$ cat src/rtl/stat_pkg.sv
package stat_pkg;

    typedef enum logic [1:0] {
        FLT_OFF   = 2'b00,
        FLT_EVERY = 2'b01,
        FLT_ROLL  = 2'b10,
        FLT_GATE  = 2'b11
    } flt_mode_e;

    typedef enum logic [1:0] {
        OP_READ  = 2'b00,
        OP_WRITE = 2'b01,
        OP_TIMED = 2'b10,
        OP_NONE  = 2'b11
    } cmd_op_e;

    localparam logic [1:0] ADDR_COUNT  = 2'd0;
    localparam logic [1:0] ADDR_MODE   = 2'd1;
    localparam logic [1:0] ADDR_PERIOD = 2'd2;

    localparam logic [1:0] KIND_TIMED = 2'b00;

    // last phase value of the period counter; zero period acts as one
    function automatic logic [15:0] period_last(input logic [15:0] per);
        return (per == 16'd0) ? 16'd0 : per - 16'd1;
    endfunction

endpackage

$ cat src/rtl/stat_counter.sv
module stat_counter #(
    parameter int CNT_W = 8
) (
    input  logic             clk,
    input  logic             rst,
    input  logic             inc,
    input  logic             wr_en,
    input  logic [CNT_W-1:0] wr_data,
    output logic [CNT_W-1:0] cnt_q,
    output logic [CNT_W-1:0] cnt_nx,
    output logic             wrap
);
    always_comb begin
        cnt_nx = cnt_q;
        wrap   = 1'b0;
        if (wr_en) begin
            cnt_nx = wr_data;
        end else if (inc) begin
            cnt_nx = cnt_q + 1'b1;
            wrap   = &cnt_q;
        end
    end

    always_ff @(posedge clk) begin
        if (rst) cnt_q <= '0;
        else     cnt_q <= cnt_nx;
    end

    p_write_wins_r3: assert property (@(posedge clk) disable iff (rst)
        wr_en |=> cnt_q == $past(wr_data));

    p_inc_step_r3: assert property (@(posedge clk) disable iff (rst)
        (inc && !wr_en) |=> cnt_q == CNT_W'($past(cnt_q) + 1'b1));

    p_wrap_zero_r5: assert property (@(posedge clk) disable iff (rst)
        wrap |=> cnt_q == '0);

endmodule

$ cat src/rtl/stat_trigger.sv
module stat_trigger
    import stat_pkg::*;
#(
    parameter int TIME_W = 16,
    parameter int PER_W  = 8
) (
    input  logic              clk,
    input  logic              rst,
    input  logic              mode_wr,
    input  logic [1:0]        mode_d,
    input  logic              per_wr,
    input  logic [PER_W-1:0]  per_d,
    input  logic              arm,
    input  logic [TIME_W-1:0] arm_time,
    input  logic              gate_tgl,
    input  logic              inc,
    input  logic              wrap,
    input  logic [TIME_W-1:0] tgt_time,
    output logic              fire,
    output logic [1:0]        kind,
    output logic [1:0]        mode_out,
    output logic [PER_W-1:0]  per_out
);
    flt_mode_e         mode_q;
    logic [PER_W-1:0]  per_q;
    logic [PER_W-1:0]  pc_q;
    logic [PER_W-1:0]  pc_last;
    logic              gen_q;
    logic              pend_q;
    logic [TIME_W-1:0] ptime_q;
    logic              hit;
    logic              pf;

    assign pc_last  = PER_W'(period_last(16'(per_q)));
    assign mode_out = mode_q;
    assign per_out  = per_q;

    always_comb begin
        hit = pend_q && (tgt_time == ptime_q);
        case (mode_q)
            FLT_EVERY: pf = (pc_q == pc_last);
            FLT_ROLL:  pf = wrap;
            FLT_GATE:  pf = gen_q & inc;
            default:   pf = 1'b0;
        endcase
        fire = hit | pf;
        kind = hit ? KIND_TIMED : mode_q;
    end

    always_ff @(posedge clk) begin
        if (rst) begin
            mode_q  <= FLT_OFF;
            per_q   <= '0;
            pc_q    <= '0;
            gen_q   <= 1'b0;
            pend_q  <= 1'b0;
            ptime_q <= '0;
        end else begin
            if (mode_wr) mode_q <= flt_mode_e'(mode_d);
            if (per_wr)  per_q  <= per_d;

            if (mode_wr || per_wr)       pc_q <= '0;
            else if (mode_q == FLT_EVERY) pc_q <= pf ? '0 : pc_q + 1'b1;
            else                          pc_q <= '0;

            if (mode_wr)       gen_q <= 1'b0;
            else if (gate_tgl) gen_q <= ~gen_q;

            if (arm) begin
                pend_q  <= 1'b1;
                ptime_q <= arm_time;
            end else if (hit) begin
                pend_q  <= 1'b0;
            end
        end
    end

    p_off_quiet_r7: assert property (@(posedge clk) disable iff (rst)
        (mode_q == FLT_OFF && !pend_q) |-> !fire);

    p_timed_clears_r8: assert property (@(posedge clk) disable iff (rst)
        (fire && kind == KIND_TIMED && !arm) |=> !pend_q);

    p_gate_needs_inc_r6: assert property (@(posedge clk) disable iff (rst)
        (fire && kind == 2'b11) |-> inc);

endmodule

$ cat src/rtl/stat_outslot.sv
module stat_outslot #(
    parameter int W = 32
) (
    input  logic         clk,
    input  logic         rst,
    input  logic         load_req,
    input  logic [W-1:0] load_data,
    input  logic         out_ready,
    output logic         out_valid,
    output logic [W-1:0] out_data,
    output logic         ovf
);
    logic drain;
    logic take;

    assign drain = out_valid & out_ready;
    assign take  = load_req & (~out_valid | drain);

    always_ff @(posedge clk) begin
        if (rst) begin
            out_valid <= 1'b0;
            out_data  <= '0;
            ovf       <= 1'b0;
        end else begin
            if (take) begin
                out_valid <= 1'b1;
                out_data  <= load_data;
            end else if (drain) begin
                out_valid <= 1'b0;
            end
            if (load_req && !take) ovf <= 1'b1;
        end
    end

    p_hold_r10: assert property (@(posedge clk) disable iff (rst)
        (out_valid && !out_ready) |=> (out_valid && $stable(out_data)));

    p_no_overflow_clear_r11: assert property (@(posedge clk) disable iff (rst)
        ovf |=> ovf);

    p_drop_flags_r11: assert property (@(posedge clk) disable iff (rst)
        (out_valid && !out_ready && load_req) |=> ovf);

endmodule

$ cat src/rtl/stat_endpoint.sv
module stat_endpoint
    import stat_pkg::*;
#(
    parameter int              ID_W   = 4,
    parameter logic [ID_W-1:0] SRC_ID = 4'hA,
    parameter int              CNT_W  = 8,
    parameter int              TIME_W = 16,
    parameter int              PER_W  = 8,
    parameter int              DATA_W = 16
) (
    input  logic              clk,
    input  logic              rst,
    input  logic              evt_inc,
    input  logic              gate_tgl,
    input  logic [TIME_W-1:0] tgt_time,
    input  logic              cmd_valid,
    input  logic [1:0]        cmd_op,
    input  logic [1:0]        cmd_addr,
    input  logic [DATA_W-1:0] cmd_wdata,
    output logic              rsp_valid,
    output logic [DATA_W-1:0] rsp_data,
    output logic              rec_valid,
    input  logic              rec_ready,
    output logic [ID_W-1:0]   rec_src,
    output logic [1:0]        rec_kind,
    output logic [TIME_W-1:0] rec_time,
    output logic [CNT_W-1:0]  rec_value,
    output logic              ovf_flag
);
    typedef struct packed {
        logic [ID_W-1:0]   src;
        logic [1:0]        kind;
        logic [TIME_W-1:0] stamp;
        logic [CNT_W-1:0]  value;
    } rec_t;

    localparam int REC_W = $bits(rec_t);

    logic              is_rd, is_wr, is_arm;
    logic              cnt_wr, mode_wr, per_wr;
    logic [CNT_W-1:0]  cnt_q, cnt_nx;
    logic              wrap, fire;
    logic [1:0]        kind, mode_q;
    logic [PER_W-1:0]  per_q;
    logic [DATA_W-1:0] rd_mux;
    rec_t              rec_in, rec_out;
    logic [REC_W-1:0]  slot_q;

    assign is_rd   = cmd_valid && (cmd_op == OP_READ);
    assign is_wr   = cmd_valid && (cmd_op == OP_WRITE);
    assign is_arm  = cmd_valid && (cmd_op == OP_TIMED);
    assign cnt_wr  = is_wr && (cmd_addr == ADDR_COUNT);
    assign mode_wr = is_wr && (cmd_addr == ADDR_MODE);
    assign per_wr  = is_wr && (cmd_addr == ADDR_PERIOD);

    stat_counter #(.CNT_W(CNT_W)) u_cnt (
        .clk(clk), .rst(rst), .inc(evt_inc), .wr_en(cnt_wr),
        .wr_data(cmd_wdata[CNT_W-1:0]), .cnt_q(cnt_q), .cnt_nx(cnt_nx), .wrap(wrap)
    );

    stat_trigger #(.TIME_W(TIME_W), .PER_W(PER_W)) u_trig (
        .clk(clk), .rst(rst),
        .mode_wr(mode_wr), .mode_d(cmd_wdata[1:0]),
        .per_wr(per_wr), .per_d(cmd_wdata[PER_W-1:0]),
        .arm(is_arm), .arm_time(cmd_wdata[TIME_W-1:0]),
        .gate_tgl(gate_tgl), .inc(evt_inc), .wrap(wrap), .tgt_time(tgt_time),
        .fire(fire), .kind(kind), .mode_out(mode_q), .per_out(per_q)
    );

    always_comb begin
        rec_in.src   = SRC_ID;
        rec_in.kind  = kind;
        rec_in.stamp = tgt_time;
        rec_in.value = cnt_nx;
    end

    stat_outslot #(.W(REC_W)) u_slot (
        .clk(clk), .rst(rst), .load_req(fire), .load_data(rec_in),
        .out_ready(rec_ready), .out_valid(rec_valid), .out_data(slot_q), .ovf(ovf_flag)
    );

    assign rec_out   = rec_t'(slot_q);
    assign rec_src   = rec_out.src;
    assign rec_kind  = rec_out.kind;
    assign rec_time  = rec_out.stamp;
    assign rec_value = rec_out.value;

    always_comb begin
        rd_mux = '0;
        case (cmd_addr)
            ADDR_COUNT:  rd_mux[CNT_W-1:0] = cnt_q;
            ADDR_MODE:   rd_mux[1:0]       = mode_q;
            ADDR_PERIOD: rd_mux[PER_W-1:0] = per_q;
            default:     rd_mux            = '0;
        endcase
    end

    always_ff @(posedge clk) begin
        if (rst) begin
            rsp_valid <= 1'b0;
            rsp_data  <= '0;
        end else begin
            rsp_valid <= is_rd;
            if (is_rd) rsp_data <= rd_mux;
        end
    end

    p_rsp_follows_read_r2: assert property (@(posedge clk) disable iff (rst)
        (cmd_valid && cmd_op == OP_READ) |=> rsp_valid);

    p_rsp_only_on_read_r2: assert property (@(posedge clk) disable iff (rst)
        !(cmd_valid && cmd_op == OP_READ) |=> !rsp_valid);

    p_record_source_r9: assert property (@(posedge clk) disable iff (rst)
        rec_valid |-> rec_src == SRC_ID);

endmodule

$ cat config.mk
export PLATFORM = sky130hd
export DESIGN_NAME = stat_endpoint
export DESIGN_NICKNAME = d
export VERILOG_FILES = /design/src/rtl/stat_pkg.sv /design/src/rtl/stat_counter.sv /design/src/rtl/stat_trigger.sv /design/src/rtl/stat_outslot.sv /design/src/rtl/stat_endpoint.sv
export SDC_FILE = /design/constraint.sdc
export NUM_CORES = 1
export LEC_CHECK = 0
export BUFFER_PORTS_ARGS = -buffer_cell sky130_fd_sc_hd__buf_2
export CAP_MARGIN = 10
export CELL_PAD_IN_SITES_DETAIL_PLACEMENT = 0
export CELL_PAD_IN_SITES_GLOBAL_PLACEMENT = 1
export CORE_UTILIZATION = 38
export DETAILED_ROUTE_END_ITERATION = 16
export HOLD_SLACK_MARGIN = 0.05
export PLACE_DENSITY_LB_ADDON = 0.1
export RECOVER_POWER = 50
export SLEW_MARGIN = 20
export SYNTH_ARGS = -nofsm -noshare
export SYNTH_HDL_FRONTEND = slang
export SYNTH_HIERARCHICAL = 1
export SYNTH_SLANG_ARGS = --single-unit
$ cat constraint.sdc
create_clock -name clk -period 2.9 [get_ports clk]
set_input_delay 0.29 -clock clk [delete_from_list [all_inputs] [get_ports clk]]
set_output_delay 0.29 -clock clk [all_outputs]
set_load 0.02 [all_outputs]
==> results of run 1 <==
## layout make-up
| cell class | count | area (µm²) |
|---|---|---|
| flip-flops and latches | 85 | 1700 |
| clock buffers | 10 | 239 |
| inverters | 8 | 30.0 |
| well taps | 140 | 175 |
| multi-input cells | 337 | 2400 |
| fillers | 1094 | 5800 |
| repair buffers | 99 | 557 |
| clock inverters | 5 | 27.5 |
## metal layers
metal	part of all wire [%]	vias to the layer above	GRT usage, %
met5	0	-	0
met4	1.0	0	5.21
met3	4.9	10	4.64
met2	46	80	30.2
met1	48	1615	24.4
li1	-	1719	-
## worst max-delay path by stage
| stage | end | slack (ns) | cells after the start |
|---|---|---|---|
| after detailed placement | u_slot/out_data[22] | 0.06 | 11 |
| after floorplan | u_slot/out_data[0] | 0.1 | 13 |
| after global routing | u_slot/out_data[27] | -0.01 | 12 |
| after CTS | u_slot/out_data[22] | 0.05 | 11 |
| after global placement | u_slot/out_data[29] | 0.14 | 11 |
| final | u_slot/out_data[12] | 0.13 | 12 |
## sequential cells by signal (all words and copies together), names as in the netlist
name and cells:
u_trig/ptime_q 16, rsp_valid 1, u_trig/pend_q 1, u_slot/ovf 1, u_slot/out_valid 1, rsp_data 8
u_trig/per_out 8, u_trig/pc_q 8, u_cnt/cnt_q 8, u_slot/out_data 30, u_trig/mode_out 2, u_trig/gen_q 1
## report_power, final
group	internal, W	switching [W]
Sequential	0.00119	0.0000226
Combinational	0.000106	0.000131
Clock	0.000593	0.000463
## critical path, cell delays in order (launching register included)
cell and delay [ns]:
dfxtp_2 0.36, inv_1 0.10, ha_4 0.17, or3b_4 0.40
o311a_1 0.31, a211oi_2 0.19, nor4b_2 0.07, and4_1 0.17
a211o_2 0.34, nor2b_4 0.14, buf_12 0.13, clkbuf_16 0.17
mux2i_1 0.11
## repair_timing
item                       in CTS  in global routing
gates resized for setup         0                  6
setup endpoints to repair       0                 30
setup buffers                   0                  1
## Yosys cell counts (4+ instances only)
cell type  instances
dfxtp_1           85
mux2i_1           66
nand2b_1          61
nor2_1            42
xnor2_1           25
clkbuf_1          14
nand2_1           11
buf_4             10
nor3_1             9
a21oi_1            8
inv_1              7
nand3_1            7
nand4_1            7
nor4_1             7
a211oi_1           6
nor2b_1            6
o2bb2ai_1          6
and3_1             5
nor3b_1            5
o21ai_0            5
xor2_1             4
## through the flow
stage / utilization, % / TNS (ns) / setup WS [ns] / cell area (µm²)
after global placement: 44.3 / 0 / 0.136 / 4840
after global routing: 47.0 / -0.00994 / -0.00994 / 5140
after CTS: 46.7 / 0 / 0.0452 / 5110
after floorplan: - / 0 / 0.0974 / 4350
final: 47.0 / 0 / 0.126 / 5140
after detailed placement: 44.3 / 0 / 0.0629 / 4840
## cells by family (layout without fill, tap and decap cells)
kind of cell,after synthesis,in the layout,synth area share (%)
AND/OR/NAND/NOR,184,184,24.8
flip-flops,85,85,39.4
multiplexers,67,67,15.6
AO/OA/AOI/OAI,42,42,7.16
buffers and inverters,41,122,6.14
XOR/XNOR,29,29,5.88
adder cells (fa/ha/maj),3,3,0.870
other,2,12,0.174
==> results.py, run 1 <==
metrics = {
    "outcome": {
        "outcome": "finished clean",
    },
    "logic_synthesis": {
        "yosysWarningCount": 6,
        "ys_ff_latch": 85,
        "synth.avg_cell_area_um2": 9.53,
        "ys_top_cells_by_area": "dfxtp_1 (39%), mux2i_1 (15%), nand2b_1 (8.8%)",
        "ys_seq_area_share_pct": 39.4,
        "synth_top_area_share_pct": 39.4,
        "synthesis.area_mm2": 0.00432,
        "synth_edf_count": 0,
        "syn_inst": 453,
        "synth_flop_cell": "dfxtp_1",
        "ys_types": 59,
        "synth_async_sr_flop_share_pct": 0,
        "synth_area_leader_cell": "dfxtp_1",
    },
    "detailed_routing": {
        "drt_drc_violations_left": 0,
        "drt-total-wl_mm": 10.7,
        "dr.pass1.iters": 4,
        "post_drt_via_cell_ratio": 5.01,
        "drtIter0Drc": 174,
        "wire_per_inst_um": 15.6,
        "vias": 3424,
        "ant_nets": 0,
    },
    "setup_path": {
        "startpoint": "u_trig/per_out[0]",
        "critical_path_class": "register to register",
        "crit-reg2reg-capture": "u_slot/out_data[12]",
        "rrSetupSlack_ns": 0.13,
        "worstSetupEndpointType": "register",
        "critical_path_peak_fanout": 9,
        "cp.required_ns": 3.13,
        "reg2reg_depth": 12,
        "start_kind": "register",
        "worstPathArrival_ns": 3.00,
        "r2r_start": "u_trig/per_out[0]",
    },
    "worst_hold_path": {
        "min_to": "u_trig/ptime_q[13]",
        "whs_path_depth": 3,
        "hp-class": "primary input to register",
        "hold_path.startpoint": "cmd_wdata[13]",
    },
    "clocking": {
        "htreeDepth": 3,
        "root_buffer": "clkbuf_16",
        "clock_tree.buffer_depth": 2,
        "cts_hold_buf": 0,
        "cts_tree": "built",
        "clk_latency_ns": 0.34,
        "clkTransAtPathRegs_ns": 0.06,
        "cts_buffers": 9,
        "cts_sinks": 85,
    },
    "floorplan": {
        "ios": 91,
        "die_h_um": 109,
        "die-width_um": 109,
        "core_area_mm2": 0.0109,
        "core.rowCount": 38,
        "start_util_pct": 39.5,
        "dieArea_mm2": 0.0118,
    },
    "cells_and_area": {
        "n_antenna_cell": 0,
        "nNetsFinal": 585,
        "drive_gt1_share_pct": 17.5,
        "layoutNonFillerInstCount": 684,
        "most-common-layout-cells": "dfxtp_1 (84), mux2i_1 (66), nand2b_1 (61), buf_2 (48), nor2_1 (42)",
        "final_common_cell": "dfxtp_1",
        "synthToLayoutAreaGrowth_pct": 19.0,
    },
    "sta": {
        "fmax_mhz": 360,
        "skew_ns": 0.00586,
        "worst_pin_slew_ns": 1.30,
        "setup_viol": 0,
        "slew_violations": 0,
        "fin_crit_sh_pct": 95.7,
        "slew-limit-headroom_pct": 13.3,
        "post-route-min-period_ns": 2.77,
        "whs_ns": 0.192,
        "finalHoldViolCount": 0,
    },
    "placement": {
        "dp_hpwl_mm": 7.61,
        "place_inst": 666,
        "place.gp.congestion": 0.821,
        "numPortBuffers": 82,
    },
    "flow_run": {
        "max_cap_violations": 0,
    },
    "power": {
        "p_leak_nw": 1.95,
        "total_power_w": 0.00251,
        "ir_worst_vdd_mv": 0.290,
        "p_per_area_mw_per_mm2": 488,
    },
    "global_routing": {
        "grt_overflow_total": 0,
        "grt_usage_pct": 18.6,
        "grt_pass1_wl_mm": 16.6,
        "antenna_found_initial": 0,
        "grt_max_degree": 60,
        "grt_pass1_vias": 3256,
    },
}
(Power assumes the default switching activity.)
==> run 2: changes to the inputs <==
- CORE_UTILIZATION: 38 -> 36
- REMOVE_ABC_BUFFERS: default -> 1
- SYNTH_HIERARCHICAL: 1 -> default
==> run 2 against run 1 <==
Sequential power is 4% lower. Critical path type unchanged. Critical endpoint is now u_slot.out_data[7]. Non-clock buffer count decreased by 2. Maximum frequency decreased by 2.5%. Register-to-register slack got worse by 0.07 ns. Core utilization decreased by 3.8 points. Critical path depth down 2. Wire length rose by 1.3%. Flip-flop and latch count down 3. Clock skew down 0.00053 ns. Combinational power decreased by 10%. Cell area fell by 8.6%.
==> results.py, run 2 <==
metrics = {
    "floorplan": {
        "start_util_pct": 37.0,
        "core.rowCount": 38,
        "die_h_um": 108,
        "die-width_um": 108,
        "dieArea_mm2": 0.0116,
        "ios": 91,
        "core_area_mm2": 0.0109,
    },
    "logic_synthesis": {
        "synthesis.area_mm2": 0.00403,
        "ys_top_cells_by_area": "dfxtp_1 (41%), a21oi_1 (5.8%), xnor2_1 (5.7%)",
        "synth_area_leader_cell": "dfxtp_1",
        "ys_seq_area_share_pct": 40.7,
        "yosysWarningCount": 0,
        "ys_types": 58,
        "yosysMostFrequentCell": "dfxtp_1",
        "synth_top_area_share_pct": 40.7,
        "synth_edf_count": 0,
        "synth_common_cells": "dfxtp_1 (82), a21oi_1 (47), nor2_1 (46), nand2_1 (41), xnor2_1 (26)",
        "syn_inst": 463,
        "synth.avg_cell_area_um2": 8.70,
        "ys_ff_latch": 82,
        "synth_flop_cell": "dfxtp_1",
        "synth_async_sr_flop_share_pct": 0,
    },
    "clocking": {
        "root_buffer": "clkbuf_8",
        "clk_latency_ns": 0.36,
        "cts_buffers": 9,
        "clock_tree.buffer_depth": 2,
        "clkTransAtPathRegs_ns": 0.08,
        "htreeDepth": 3,
        "cts_tree": "built",
        "cts_sinks": 82,
        "cts_hold_buf": 0,
    },
    "global_routing": {
        "grt_max_degree": 33,
        "grt_pass1_wl_mm": 17.1,
        "grt_pass1_vias": 3252,
        "grt_overflow_total": 0,
        "grt_usage_pct": 19.4,
        "antenna_found_initial": 0,
    },
    "detailed_routing": {
        "vias": 3506,
        "drt_drc_violations_left": 0,
        "post_drt_via_cell_ratio": 5.15,
        "ant_nets": 0,
        "dr.pass1.iters": 4,
        "drtIter0Drc": 130,
        "wire_per_inst_um": 15.9,
        "drt-total-wl_mm": 10.8,
    },
    "sta": {
        "whs_ns": 0.165,
        "skew_ns": 0.00532,
        "finalHoldViolCount": 0,
        "slew-limit-headroom_pct": 45.5,
        "fin_crit_sh_pct": 98.1,
        "fmax_mhz": 351,
        "slew_violations": 0,
        "worst_pin_slew_ns": 0.816,
        "post-route-min-period_ns": 2.85,
        "setup_viol": 0,
        "setup-tns-final_ns": 0,
        "rsz0062_at_grt": "false",
    },
    "cells_and_area": {
        "drive_gt1_share_pct": 16.1,
        "n_antenna_cell": 0,
        "register_area_mm2": 0.00164,
        "largest_reg_flops": 27,
        "multi_input_area_mm2": 0.00217,
        "most-common-layout-cells": "dfxtp_1 (80), a21oi_1 (47), nor2_1 (46), clkbuf_1 (44), nand2_1 (41)",
        "nNetsFinal": 582,
        "layoutNonFillerInstCount": 681,
        "reg_top3": "u_slot.out_data x27, u_trig.ptime_q x16",
        "final_common_cell": "dfxtp_1",
        "top_register": "u_slot.out_data",
        "n_fill_cell": 1177,
        "synthToLayoutAreaGrowth_pct": 16.5,
    },
    "placement": {
        "numPortBuffers": 80,
        "dp_hpwl_mm": 7.81,
        "place.gp.congestion": 0.809,
        "place_inst": 662,
    },
    "power": {
        "p_per_area_mw_per_mm2": 483,
        "p_leak_nw": 1.69,
        "switching_power_w": 0.000560,
        "p_int_w": 0.00171,
        "ir_worst_vdd_mv": 0.215,
        "clkPwrFrac_pct": 39.4,
        "power_frac_comb_pct": 9.4,
        "swShare_pct": 24.7,
        "power.share.sequential_pct": 51.2,
    },
    "worst_hold_path": {
        "hold_path.startpoint": "cmd_wdata[11]",
        "whs_path_depth": 3,
        "hp-class": "primary input to register",
        "min_to": "u_trig.ptime_q[11]",
    },
    "setup_path": {
        "rrSetupSlack_ns": 0.05,
        "reg2reg_depth": 10,
        "critical_path_peak_fanout": 10,
        "cp.required_ns": 3.15,
        "crit-reg2reg-capture": "u_slot.out_data[7]",
        "critical_path_class": "register to register",
        "worstSetupEndpointType": "register",
        "start_kind": "register",
        "worstPathArrival_ns": 3.10,
        "r2r_start": "u_trig.per_out[0]",
    },
    "flow_run": {
        "max_cap_violations": 0,
    },
    "outcome": {
        "outcome": "finished clean",
    },
}
-- run 2: cell count changes after synthesis, sizes merged, moves of 6 or more --
cell     delta
nand2b     -57
nand2      +30
o21ai      +13
clkbuf      +8
o2bb2ai     -6
mux2i      -46
a21oi      +39
xor2        +6
a32o        +9
nand3      +17
-- run 2: routing by layer --
layer	vias up	GRT usage [%]	routed length [µm]
met4	0	6.07	125
met5	-	0	0
met1	1643	25.0	5090
li1	1760	-	-
met3	10	4.12	491
met2	93	32.0	5120
-- run 2: worst max-delay path by stage --
stage,start,to,slack (ns),depth (start not counted)
floorplan,u_trig.per_out[2],u_slot.out_data[7],0.08,7
global placement,u_trig.per_out[0],u_slot.out_data[24],0.20,9
detailed placement,u_trig.per_out[0],u_slot.out_data[24],0.1,9
CTS,u_trig.per_out[0],u_slot.out_data[25],0.05,9
global route,u_trig.per_out[0],u_slot.out_data[7],0.01,10
finish,u_trig.per_out[0],u_slot.out_data[7],0.05,10
-- run 2: power by group through the flow --
stage	clock network, W	registers (W)	logic [W]
detailed placement	0	0.00119	0.000213
finish	0.000894	0.00116	0.000214
CTS	0.000920	0.00116	0.000214
global placement	0	0.00119	0.000212
global route	0.000970	0.00117	0.000236
floorplan	0	0.00119	0.000114
-- run 2: through the flow --
step / worst slack (ns) / util, % / power [W] / cell area [µm²]
detailed placement: 0.0967 / 41.3 / 0.00140 / 4500
floorplan: 0.0804 / - / 0.00130 / 3830
finish: 0.0544 / 43.1 / 0.00227 / 4700
global placement: 0.204 / 41.3 / 0.00140 / 4500
global route: 0.0125 / 43.1 / 0.00237 / 4700
CTS: 0.0500 / 43.2 / 0.00230 / 4700
-- run 2: worst max-delay path: stages, from the launching register on --
cell       delay (ns)
dfxtp_2          0.40
inv_1            0.07
ha_1             0.26
nor3b_4          0.20
buf_4            0.16
a2111oi_0        0.42
a211o_1          0.22
o211ai_4         0.10
o31ai_4          0.38
nand2_4          0.16
mux2_4           0.35
-- run 2: logic make-up (layout without fill, tap and decap cells) --
family / after synthesis / after routing / share of synthesized area [%]
adders and majority gates: 3 / 3 / 0.931
and+or+nand+nor: 171 / 171 / 21.4
xor gates and xnor gates: 36 / 36 / 8.01
muxes: 21 / 21 / 5.34
DFF: 82 / 82 / 40.7
buffers and inverters: 48 / 117 / 6.30
AOI/OAI and AO/OA: 101 / 101 / 17.2
other: 1 / 10 / 0.0930
-- run 2: layout make-up --
| type | count | area share, % |
|---|---|---|
| tap | 140 | 3.73 |
| sequential | 82 | 35.0 |
| multi-input combinational | 342 | 46.2 |
| clock inverter | 3 | 1.39 |
| timing repair buffer | 97 | 10.4 |
| inverter | 5 | 0.400 |
| clock buffer | 12 | 2.88 |
-- run 2: timing repair --
action	CTS	global route
setup buffers	0	4
gates resized for setup	0	3
setup endpoints to repair	0	28
==> run 3: changes to the inputs <==
- CORE_UTILIZATION: 36 -> 40
- PLACE_DENSITY: default -> 0.9
- PLACE_DENSITY_LB_ADDON: 0.1 -> default
- clock period: 2.9 -> 2.8 ns (I/O delays scaled with it)
==> run 3 against run 2 <==
Clock skew grew 0.0091 ns. Critical path type unchanged. Clock power shrank 8.4%. Largest power group unchanged. Worst setup slack lost 0.016 ns. Cell area shrank 0.72%. Largest cell class unchanged.
==> results.py, run 3 (same netlist as run 2, synthesis figures left out) <==
metrics = {
    "clocking": {
        "htreeDepth": 3,
        "cts_sinks": 82,
        "root_buffer": "clkbuf_8",
        "cts_buffers": 9,
        "clkTransAtPathRegs_ns": 0.10,
        "postCtsSetupBuffers": 0,
        "clock_tree.buffer_depth": 2,
        "clk_latency_ns": 0.37,
        "cts_tree": "built",
    },
    "floorplan": {
        "dieArea_mm2": 0.0105,
        "start_util_pct": 41.2,
        "core.rowCount": 36,
        "ios": 91,
        "die-width_um": 102,
        "core_area_mm2": 0.00977,
        "die_h_um": 102,
    },
    "flow_run": {
        "max_cap_violations": 0,
    },
    "sta": {
        "post-route-min-period_ns": 2.76,
        "fmax_mhz": 362,
        "slew-limit-headroom_pct": 44.4,
        "finalHoldViolCount": 0,
        "worst_pin_slew_ns": 0.833,
        "skew_ns": 0.0145,
        "fin_crit_sh_pct": 98.6,
        "slew_violations": 0,
        "setup_viol": 0,
    },
    "setup_path": {
        "reg2reg_depth": 9,
        "start_kind": "register",
        "worstPathArrival_ns": 3.02,
        "critical_path_class": "register to register",
        "slowest_stage": "a2111oi_0",
        "cp.required_ns": 3.06,
        "critical_path_peak_fanout": 10,
        "worstSetupEndpointType": "register",
        "r2r_start": "u_trig.per_out[0]",
        "crit_family": "compound AO/OA/AOI/OAI gates",
        "cp.depth": 9,
        "critPathBufInv": 1,
        "crit-reg2reg-capture": "u_slot.out_data[7]",
        "path_cells": "inv_1 -> ha_2 -> nor3b_2 -> a2111oi_0 -> a211o_1 -> o211ai_4 -> o31ai_4 -> nand2_4 -> mux2_4",
        "rrSetupSlack_ns": 0.04,
        "critical_path.max_stage_delay_ns": 0.54,
    },
    "power": {
        "ir_worst_vdd_mv": 0.232,
        "p_per_area_mw_per_mm2": 481,
        "p_leak_nw": 1.68,
    },
    "cells_and_area": {
        "largest_reg_flops": 27,
        "reg_top3": "u_slot.out_data x27, u_trig.ptime_q x16",
        "final_common_cell": "dfxtp_1",
        "top_register": "u_slot.out_data",
        "fin_area_mm2": 0.00466,
        "nNetsFinal": 579,
        "drive_gt1_share_pct": 16.7,
        "fin_util_pct": 47.7,
        "most-common-layout-cells": "dfxtp_1 (82), a21oi_1 (47), nor2_1 (46), buf_2 (42), nand2_1 (41)",
        "n_antenna_cell": 0,
        "synthToLayoutAreaGrowth_pct": 15.7,
    },
    "global_routing": {
        "grt_pass1_vias": 3258,
        "grt_usage_pct": 20.3,
        "grt_overflow_total": 0,
        "antenna_found_initial": 0,
        "grt_pass1_wl_mm": 16.4,
        "grt_max_degree": 68,
    },
    "detailed_routing": {
        "vias": 3580,
        "drtIter0Drc": 199,
        "post_drt_via_cell_ratio": 5.33,
        "dr.pass1.iters": 4,
        "drt_drc_violations_left": 0,
        "ant_nets": 0,
        "drt-total-wl_mm": 10.3,
        "wire_per_inst_um": 15.4,
    },
    "placement": {
        "placed_area_mm2": 0.00451,
        "dp_hpwl_mm": 7.46,
        "numPortBuffers": 80,
        "place.gp.congestion": 0.966,
    },
    "worst_hold_path": {
        "hp-class": "primary input to register",
        "whs_path_depth": 3,
        "min_to": "u_trig.ptime_q[14]",
        "hold_path.startpoint": "cmd_wdata[14]",
    },
    "outcome": {
        "outcome": "finished clean",
    },
}
run 3: changes by cell type in the layout (fill, tap and decap cells not counted), sizes merged:
cell      previous run  this run
bufinv               2         0
nor3b                4         5
inv                  4         6
buf                 56        54
clkbuf              53        48
clkinvlp             0         1
clkinv               2         5
run 3: stage by stage:
step | setup TNS [ns] | std cells | hold slack, ns | total power [W] | setup slack [ns]
finish | 0 | 672 | 0.142 | 0.00224 | 0.0387
global placement | 0 | 655 | 0.449 | 0.00145 | 0.170
floorplan | -0.0196 | 429 | 0.349 | 0.00135 | -0.0196
global route | -0.978 | 672 | 0.145 | 0.00235 | -0.0581
detailed placement | 0 | 655 | 0.463 | 0.00145 | 0.0855
CTS | 0 | 671 | 0.132 | 0.00226 | 0.0443
run 3: worst register-to-register path: cells and delay by family, from the launching register on:
family                     cells  cell delay, ns
buffers and inverters          1            0.09
and+or+nand+nor                2            0.34
adders and majority gates      1            0.23
AOI/OAI and AO/OA              4            1.19
DFF                            1            0.45
muxes                          1            0.35
run 3: worst max-delay path by stage:
stage                      startpoint                  end  slack [ns]
global route        u_trig.per_out[0]   u_slot.out_data[9]       -0.06
detailed placement  u_trig.per_out[0]  u_slot.out_data[10]        0.09
finish              u_trig.per_out[0]   u_slot.out_data[7]        0.04
global placement    u_trig.per_out[0]   u_slot.out_data[7]        0.17
CTS                 u_trig.per_out[0]   u_slot.out_data[7]        0.04
floorplan           u_trig.per_out[2]   u_slot.out_data[7]       -0.02
run 3: area by class of cell:
class | instances | area [µm²]
fillers | 1002 | 5110
multi-input cells | 343 | 2190
flip-flops and latches | 82 | 1640
repair buffers | 93 | 459
well taps | 133 | 166
clock buffers | 9 | 124
clock inverters | 7 | 63.8
inverters | 5 | 18.8
run 3: power by group:
part / total [W] / switching, W / internal [W]
Sequential: 0.00121 / 0.0000200 / 0.00119
Combinational: 0.000220 / 0.000132 / 0.0000874
Clock: 0.000819 / 0.000482 / 0.000337
Total: 0.00224 / 0.000634 / 0.00161
run 3: timing repair:
item	CTS	global route
hold buffers	0	0
resized for setup	0	4
endpoints found under the setup margin	0	30
run 3: metal layers:
metal / vias up / track usage (%) / share of wire (%)
met5: - / 0 / 0
met4: 0 / 9.23 / 2.2
met3: 16 / 3.35 / 5.0
met2: 108 / 32.1 / 47
met1: 1692 / 27.3 / 46
li1: 1764 / - / -
